[src/rtl/strobe_dec_pkg.sv]
// Shared cycle codes for the strobe decoder.
package strobe_dec_pkg;
    typedef enum logic [3:0] {
        CYC_NONE   = 4'd0,
        CYC_READ   = 4'd1,
        CYC_EWR    = 4'd2,
        CYC_OEWR   = 4'd3,
        CYC_RMW    = 4'd4,
        CYC_RONLY  = 4'd5,
        CYC_CBR    = 4'd6,
        CYC_HIDDEN = 4'd7,
        CYC_SELF   = 4'd8,
        CYC_TEST   = 4'd9
    } cyc_e;
endpackage

[src/rtl/strobe_edges.sv]
// Registers the previous level of N active-low strobes and reports
// falling edges for all of them, rising edges for the low RISE_N bits.
// Assumes strobes are already synchronous to clk. Idle level is high.
module strobe_edges #(
    parameter int N      = 3,
    parameter int RISE_N = 2
) (
    input  logic              clk,
    input  logic              rst_n,
    input  logic [N-1:0]      lvl,
    output logic [N-1:0]      fall,
    output logic [RISE_N-1:0] rise
);
    logic [N-1:0] prev_q;

    // Hold last sampled level; reset to idle-high.
    always_ff @(posedge clk) begin
        if (!rst_n) prev_q <= '1;
        else        prev_q <= lvl;
    end

    for (genvar i = 0; i < N; i++) begin : g_edge
        assign fall[i] = prev_q[i] & ~lvl[i];
        if (i < RISE_N) begin : g_rise
            assign rise[i] = ~prev_q[i] & lvl[i];
        end
    end
endmodule

[src/rtl/lvl_timer.sv]
// Counts consecutive samples for which run is high; clears when run is low.
// Saturates at all ones so long holds never wrap.
module lvl_timer #(
    parameter int CW = 8
) (
    input  logic          clk,
    input  logic          rst_n,
    input  logic          run,
    output logic [CW-1:0] cnt
);
    // Saturating run-length counter.
    always_ff @(posedge clk) begin
        if (!rst_n)         cnt <= '0;
        else if (!run)      cnt <= '0;
        else if (cnt != '1) cnt <= cnt + 1'b1;
    end
endmodule

[src/rtl/rfsh_counter.sv]
// Internal refresh row pointer; steps once per inc pulse and wraps.
module rfsh_counter #(
    parameter int W = 11
) (
    input  logic         clk,
    input  logic         rst_n,
    input  logic         inc,
    output logic [W-1:0] row
);
    // Advance the refresh pointer.
    always_ff @(posedge clk) begin
        if (!rst_n)   row <= '0;
        else if (inc) row <= row + 1'b1;
    end
endmodule

[src/rtl/strobe_cycle_decoder.sv]
// Classifies DRAM cycles from the order of strobe edges seen on clk.
// Assumes the strobes are synchronous to clk and that clk is fast enough
// to separate every edge the protocol orders. Emits array strobes, drives
// the data-pin enable and keeps the refresh row counter.
module strobe_cycle_decoder
    import strobe_dec_pkg::*;
#(
    parameter int ROW_W    = 11,
    parameter int COL_W    = 10,
    parameter int ADDR_W   = (ROW_W > COL_W) ? ROW_W : COL_W,
    parameter int SELF_CYC = 10000,
    parameter int RAS_MAX  = 1000,
    parameter int SELF_PRE = 12
) (
    input  logic              clk,
    input  logic              rst_n,
    input  logic              ras_n,
    input  logic              cas_n,
    input  logic              we_n,
    input  logic              oe_n,
    input  logic [ADDR_W-1:0] addr,
    output logic [3:0]        cyc_type,
    output logic [ROW_W-1:0]  row_addr,
    output logic [COL_W-1:0]  col_addr,
    output logic              rd_stb,
    output logic              wr_stb,
    output logic              rfsh_stb,
    output logic [ROW_W-1:0]  rfsh_row,
    output logic              dq_oe,
    output logic              test_mode,
    output logic              viol
);
    localparam int MAXV = (SELF_CYC > RAS_MAX) ?
                          ((SELF_CYC > SELF_PRE) ? SELF_CYC : SELF_PRE) :
                          ((RAS_MAX > SELF_PRE) ? RAS_MAX : SELF_PRE);
    localparam int CW = $clog2(MAXV + 2);

    logic [2:0]    fall;
    logic [1:0]    rise;
    logic          ras_fall, cas_fall, we_fall, ras_rise, cas_rise;
    logic [CW-1:0] lo_cnt, hi_cnt;
    logic [ROW_W-1:0] ctr_q;
    logic          ctr_inc;
    cyc_e          cyc_q;
    logic          act_q, cbr_q, acc_q, page_q, rd_q, shown_q;
    logic          dval_q, hold_q, self_q, exit_q;

    strobe_edges #(.N(3), .RISE_N(2)) u_edges (
        .clk(clk), .rst_n(rst_n), .lvl({we_n, cas_n, ras_n}),
        .fall(fall), .rise(rise)
    );
    lvl_timer #(.CW(CW)) u_lo (.clk(clk), .rst_n(rst_n), .run(~ras_n), .cnt(lo_cnt));
    lvl_timer #(.CW(CW)) u_hi (.clk(clk), .rst_n(rst_n), .run(ras_n),  .cnt(hi_cnt));
    rfsh_counter #(.W(ROW_W)) u_ctr (.clk(clk), .rst_n(rst_n), .inc(ctr_inc), .row(ctr_q));

    assign ras_fall = fall[0];
    assign cas_fall = fall[1];
    assign we_fall  = fall[2];
    assign ras_rise = rise[0];
    assign cas_rise = rise[1];
    assign ctr_inc  = ras_rise & act_q & cbr_q;
    assign cyc_type = cyc_q;
    assign dq_oe    = dval_q & ~oe_n;

    // Cycle classification, address capture, strobes and violations.
    always_ff @(posedge clk) begin
        if (!rst_n) begin
            cyc_q <= CYC_NONE;  row_addr <= '0; col_addr <= '0;
            rd_stb <= 1'b0; wr_stb <= 1'b0; rfsh_stb <= 1'b0; rfsh_row <= '0;
            test_mode <= 1'b0; viol <= 1'b0;
            act_q <= 1'b0; cbr_q <= 1'b0; acc_q <= 1'b0; page_q <= 1'b0;
            rd_q <= 1'b0; shown_q <= 1'b0; dval_q <= 1'b0; hold_q <= 1'b0;
            self_q <= 1'b0; exit_q <= 1'b0;
        end else begin
            rd_stb <= 1'b0; wr_stb <= 1'b0; rfsh_stb <= 1'b0; viol <= 1'b0;
            if (dval_q && !oe_n && !cas_n) shown_q <= 1'b1;
            if (cas_rise)          hold_q <= 1'b0;
            if (ras_n && cas_n)    dval_q <= 1'b0;
            if (ras_fall) begin
                act_q <= 1'b1; acc_q <= 1'b0; page_q <= 1'b0;
                exit_q <= 1'b0; hold_q <= 1'b0;
                if (exit_q && hi_cnt < CW'(SELF_PRE)) viol <= 1'b1;
                if (cas_fall) begin
                    viol <= 1'b1; cbr_q <= 1'b0; cyc_q <= CYC_NONE;
                end else if (!cas_n) begin
                    cbr_q <= 1'b1;
                    if (!we_n) begin
                        cyc_q <= CYC_TEST; test_mode <= 1'b1;
                    end else if (hold_q) begin
                        cyc_q <= CYC_HIDDEN;
                    end else begin
                        cyc_q <= CYC_CBR; test_mode <= 1'b0;
                    end
                end else begin
                    cbr_q <= 1'b0; row_addr <= addr[ROW_W-1:0]; cyc_q <= CYC_RONLY;
                end
            end else if (ras_rise && act_q) begin
                act_q <= 1'b0; cbr_q <= 1'b0;
                if (cbr_q) begin
                    rfsh_stb <= 1'b1; rfsh_row <= ctr_q;
                end else if (!acc_q && cyc_q == CYC_RONLY) begin
                    rfsh_stb <= 1'b1; rfsh_row <= row_addr; test_mode <= 1'b0;
                end
                if (!cas_n && acc_q) hold_q <= 1'b1;
                if (self_q) begin
                    self_q <= 1'b0; exit_q <= 1'b1;
                end
            end else if (act_q && !ras_n) begin
                if (cbr_q && !self_q && lo_cnt == CW'(SELF_CYC - 1)) begin
                    self_q <= 1'b1; cyc_q <= CYC_SELF;
                end
                if (!cbr_q && !page_q && lo_cnt == CW'(RAS_MAX)) viol <= 1'b1;
                if (!cbr_q && cas_fall) begin
                    col_addr <= addr[COL_W-1:0]; page_q <= acc_q; acc_q <= 1'b1;
                    if (!we_n) begin
                        cyc_q <= CYC_EWR; wr_stb <= 1'b1; dval_q <= 1'b0; rd_q <= 1'b0;
                    end else begin
                        cyc_q <= CYC_READ; rd_stb <= 1'b1; dval_q <= 1'b1;
                        rd_q <= 1'b1; shown_q <= 1'b0;
                    end
                end else if (!cbr_q && we_fall && !cas_n && rd_q) begin
                    cyc_q  <= (shown_q || (dval_q && !oe_n)) ? CYC_RMW : CYC_OEWR;
                    wr_stb <= 1'b1; rd_q <= 1'b0; dval_q <= 1'b0;
                end
            end
        end
    end
endmodule

[config.mk]
export PLATFORM = sky130hd
export DESIGN_NAME = strobe_cycle_decoder
export DESIGN_NICKNAME = d
export VERILOG_FILES = /design/src/rtl/strobe_dec_pkg.sv /design/src/rtl/strobe_edges.sv /design/src/rtl/lvl_timer.sv /design/src/rtl/rfsh_counter.sv /design/src/rtl/strobe_cycle_decoder.sv
export SDC_FILE = /design/constraint.sdc
export NUM_CORES = 1
export LEC_CHECK = 0
export CORE_MARGIN = 4
export CORE_UTILIZATION = 53
export DETAILED_ROUTE_END_ITERATION = 7
export PLACE_DENSITY = 0.8
export SLEW_MARGIN = 30
export SYNTH_ARGS = -nofsm -noshare
export SYNTH_HDL_FRONTEND = slang
export SYNTH_SLANG_ARGS = --single-unit
[constraint.sdc]
create_clock -name clk -period 4.64 [get_ports clk]
set_input_delay 0.928 -clock clk [delete_from_list [all_inputs] [get_ports clk]]
set_output_delay 0.928 -clock clk [all_outputs]
set_load 0.01 [all_outputs]
==> results.md <==
- The run finished with clean final reports.
- The type of the tightest min-delay check is reg2reg.
- The leakage power total is 1.766 nW.
- Sequential elements use 43.03% of the synthesized area.
- The top flip-flop cell by instance count after synthesis is sky130_fd_sc_hd__dfxtp_1.
- The count of final hold-check violations is 0.
- At the pin with the least slew margin, the transition time is 923.8 ps.
- The total negative setup slack is 0 ps.
- After clock tree synthesis, the clock-pin slew on the worst setup and hold paths is 90 ps.
- For this run, the total global-route usage over all layers was measured as 20.93%.
- The initial antenna violation count was 0.
- The tightest hold path in the finished design has a slack of 465.6 ps.
- The tool flagged a number of max-cap violations equal to 0.
- In this run the most critical hold path is launched from dval_q$_SDFF_PN0_.
- CTS saw 93 sinks.
- The worst register-to-register path has a depth of 4.
- Leaving out filler cells and counting taps, the final layout contains 646.
- In this run the tightest slew margin relative to its limit is 38.32%.
- The remaining antenna violation count after routing is 0.
- At the end of the flow, the number of nets in the layout was 560.
- The count of placed standard cells including taps is 630.
- Setup repair after global routing left no endpoint under its margin.
- The first-pass detailed-route iteration total is 5.
- The worst setup slack for register-to-register paths is 2630 ps.
- The cell with the largest stage delay on the worst path is sky130_fd_sc_hd__clkdlybuf4s50_1.
- The largest single stage delay on the critical path is 590 ps.
- The largest net degree at the start of global routing is 53.
- In this run, synthesis inferred 0 flip-flops with an integrated enable.
- The global placement routability congestion is 0.8862.
- Summed over its instances, the top area cell type makes up 43.03% of the synthesized netlist area.
- The most common cell after layout, fill and taps aside is sky130_fd_sc_hd__dfxtp_1.
- The launch instance of the worst register-to-register path is cbr_q$_SDFFE_PN0N_.
- The number of placement rows is 32.
- The async set or reset register ratio after synthesis is 0%.
- After clock tree synthesis, the flow added hold-fix buffers numbering 0.
- The routed wire length per instance is 15.73 um.
- The most numerous cell type found on the critical path is sky130_fd_sc_hd__clkdlybuf4s50_1.
- Grouping stages by cell kind, the critical path spends the most delay in buffers and inverters.
- The number of global-route vias before repair is 3534.
- The die footprint is 9673 um2.
- The end of the worst hold path is dval_q$_SDFF_PN0_.
- The count of mapped cells out of synthesis is 498.
- The netlist uses 56 different library cells.
- After synthesis, the mean cell area works out to 8.688 um2.
- For the worst setup path, the data arrival time is 2140 ps.
- The HPWL after detailed placement is 7.115 mm.
- The routed via count divided by cell count is 5.954.
- The worst-case setup margin in the final layout is 1569 ps.
- The cell chosen for the clock root is sky130_fd_sc_hd__clkbuf_8.
- Leaving out fill and tap cells, the most frequent cells in the layout are 92 x sky130_fd_sc_hd__dfxtp_1, 58 x sky130_fd_sc_hd__clkdlybuf4s50_1, 47 x sky130_fd_sc_hd__nand2_1.
- In this run the vertical extent of the chip is 98.35 um.
- The later pin in the worst-skew pair is clocked with a latency of 360 ps.
- The number of gates resized after CTS was 0.
- The signal on the critical path passes through clkdlybuf4s50_1 > nor2b_1 > clkdlybuf4s50_1.
- The routed design could run at a clock period as short as 3071 ps.
- After floorplanning, the core was sized to cover 7848 um2.
- After synthesis, the cell types taking the most area are sky130_fd_sc_hd__dfxtp_1 43%, sky130_fd_sc_hd__mux2i_1 6.2%, sky130_fd_sc_hd__a21oi_1 5.1%.
- In this run the cell area of the synthesized design comes to 4327 um2.
- The ratio of cells with drive above 1 in the final layout is 6.250%.
- The number of nets in the synthesized netlist is 519.
- The critical path contains buffers and inverters numbering 2 combined.
- Data on the critical path is required at its endpoint by 3710 ps.
- Based on the critical path, the design can be clocked at up to 325.6 MHz.
- The count of buffers added on input and output ports is 58.
- The biggest area contributor in the post-synthesis netlist is sky130_fd_sc_hd__dfxtp_1.
- The class of the most critical setup path is in2out.
- The endpoint identified for the worst register-to-register timing path is col_addr[3]$_SDFFE_PN0P_.
- Summed over all layers, the global routing overflow is 0.
- The filler cells instantiated in the layout total 676.
- The die extent in x is 98.35 um.
- The H-tree was split into 3 levels.
- Across the VDD grid, the largest voltage drop is 0.2406 mV.
- The area growth from synthesis to layout is 19.26%.
- The final critical-path share of the clock period is 66.19%.
- The kind of start point of the critical path is an input port.
- After detailed routing, the number of remaining DRC violations is 0.
- The depth of the worst hold-timing path is 2.
- The first-iteration detailed-routing DRC count is 173.
- The I/O pin count is 59.
- The final count of negative-setup-slack endpoints is 0.
- The maximum number of buffers from clock root to sink is 2.
- The first global-routing pass estimated 17.13 mm of wire.
- The maximum fanout encountered on the critical timing path is 4.
- The total power divided by cell area is 310.8 nW/um2.
- The synthesis warning total is 0.
- Once the floorplan was initialized, standard cells occupied 55.13% of the core.
- The routed layout has 3846 vias.
- The TritonCTS buffer count is 9.
- The final layout contains routed wiring with a total length of 10.16 mm.
- The repair_antennas step left the layout with diodes totalling 0.
- The final count of pins violating max slew is 0.
- The design draws 1.604 mW.
- The clock arrives with 12.52 ps of skew.
- TritonCTS built the clock tree.
- The element type at the critical path end is an output port.
- The number of synthesized register bits is 93.
- The worst-case setup slack after placement is 1517 ps.
- The number of setup buffers added after CTS is 0.
[final cells by class]
class	count	area, um2	area share (%)
clock inverter	6	116.4	2.255
inverter	15	56.30	1.091
tap	102	127.6	2.473
multi-input combinational	359	2256	43.72
timing repair buffer	61	603.1	11.69
sequential	93	1863	36.11
clock buffer	10	137.6	2.667
[worst register-to-register path, cell delays in order, from the launching register on]
cell                      delay, ps
sky130_fd_sc_hd__dfxtp_2        500
sky130_fd_sc_hd__nor2_1         390
sky130_fd_sc_hd__and4_1         670
sky130_fd_sc_hd__mux2i_1        250
sky130_fd_sc_hd__nor2_1          60
[power breakdown]
group	internal (mW)	leakage, nW	switching, mW
combinational	0.0479	0.885	0.0568
clock	0.378	0.127	0.298
sequential	0.809	0.753	0.0141
total	1.24	1.77	0.369
[cell usage after synthesis, types with 3 or more instances]
master                      instances
sky130_fd_sc_hd__dfxtp_1           93
sky130_fd_sc_hd__nand2_1           47
sky130_fd_sc_hd__a21oi_1           44
sky130_fd_sc_hd__nor2_1            33
sky130_fd_sc_hd__nand3_1           28
sky130_fd_sc_hd__mux2i_1           27
sky130_fd_sc_hd__a211oi_1          19
sky130_fd_sc_hd__o21ai_0           16
sky130_fd_sc_hd__clkbuf_1          15
sky130_fd_sc_hd__inv_1             14
sky130_fd_sc_hd__buf_2             12
sky130_fd_sc_hd__nand4_1           12
sky130_fd_sc_hd__nor3_1            10
sky130_fd_sc_hd__a31oi_1            9
sky130_fd_sc_hd__and3_1             9
sky130_fd_sc_hd__nor4_1             9
sky130_fd_sc_hd__and4_1             7
sky130_fd_sc_hd__and2_1             6
sky130_fd_sc_hd__o31ai_1            6
sky130_fd_sc_hd__or3_1              6
sky130_fd_sc_hd__nor2b_1            5
sky130_fd_sc_hd__nor4b_1            5
sky130_fd_sc_hd__or2_2              5
sky130_fd_sc_hd__xnor2_1            5
sky130_fd_sc_hd__ha_1               4
sky130_fd_sc_hd__o2111ai_1          4
sky130_fd_sc_hd__a21o_1             3
sky130_fd_sc_hd__buf_6              3
sky130_fd_sc_hd__nand2b_1           3
sky130_fd_sc_hd__o211a_1            3
sky130_fd_sc_hd__or4_1              3
sky130_fd_sc_hd__xor2_1             3
[kinds of logic (layout without fill, tap and decap cells)]
logic type      count (synthesis)  after routing  synth area share, %
fa+ha+maj                       4              4                1.157
simple gates                  204            204                26.00
compound gates                116            116                17.00
flops                          93             93                43.03
mux                            27             27                6.246
buf+inv                        46             92                4.945
xor+xnor                        8              8                1.619
[routing by layer]
| metal | part of all wire, % | vias up | global-route usage, % |
|---|---|---|---|
| met5 | 0 | - | 0 |
| met4 | 0.61 | 0 | 4.832 |
| met3 | 7.7 | 8 | 7.929 |
| met2 | 45 | 130 | 32.29 |
| met1 | 46 | 1806 | 27.90 |
| li1 | - | 1902 | - |
[sequential cells by signal (all words and copies together) (netlist names), 3 cells and up]
| signal | flops |
|---|---|
| u_hi.cnt | 14 |
| row_addr | 11 |
| u_lo.cnt | 14 |
| col_addr | 10 |
| cyc_type | 4 |
| rfsh_row | 11 |
| u_ctr.row | 11 |
| u_edges.prev_q | 3 |
[through the flow]
step	area [um2]	util, %
final	5160	65.75
after global routing	5160	65.75
after CTS	5159	65.74
after detailed placement	4905	62.50
after global placement	4900	62.44
after floorplan	4327	-
[worst max path at each step]
| stage | start | to | cells past startpoint |
|---|---|---|---|
| after floorplan | oe_n | dq_oe | 1 |
| after global placement | rst_n | u_lo.cnt[3]$_SDFFE_PP0P_ | 7 |
| after detailed placement | rst_n | u_lo.cnt[7]$_SDFFE_PP0P_ | 7 |
| after CTS | oe_n | dq_oe | 3 |
| after global routing | oe_n | dq_oe | 3 |
| final | oe_n | dq_oe | 3 |
(Power assumes the default switching activity.)
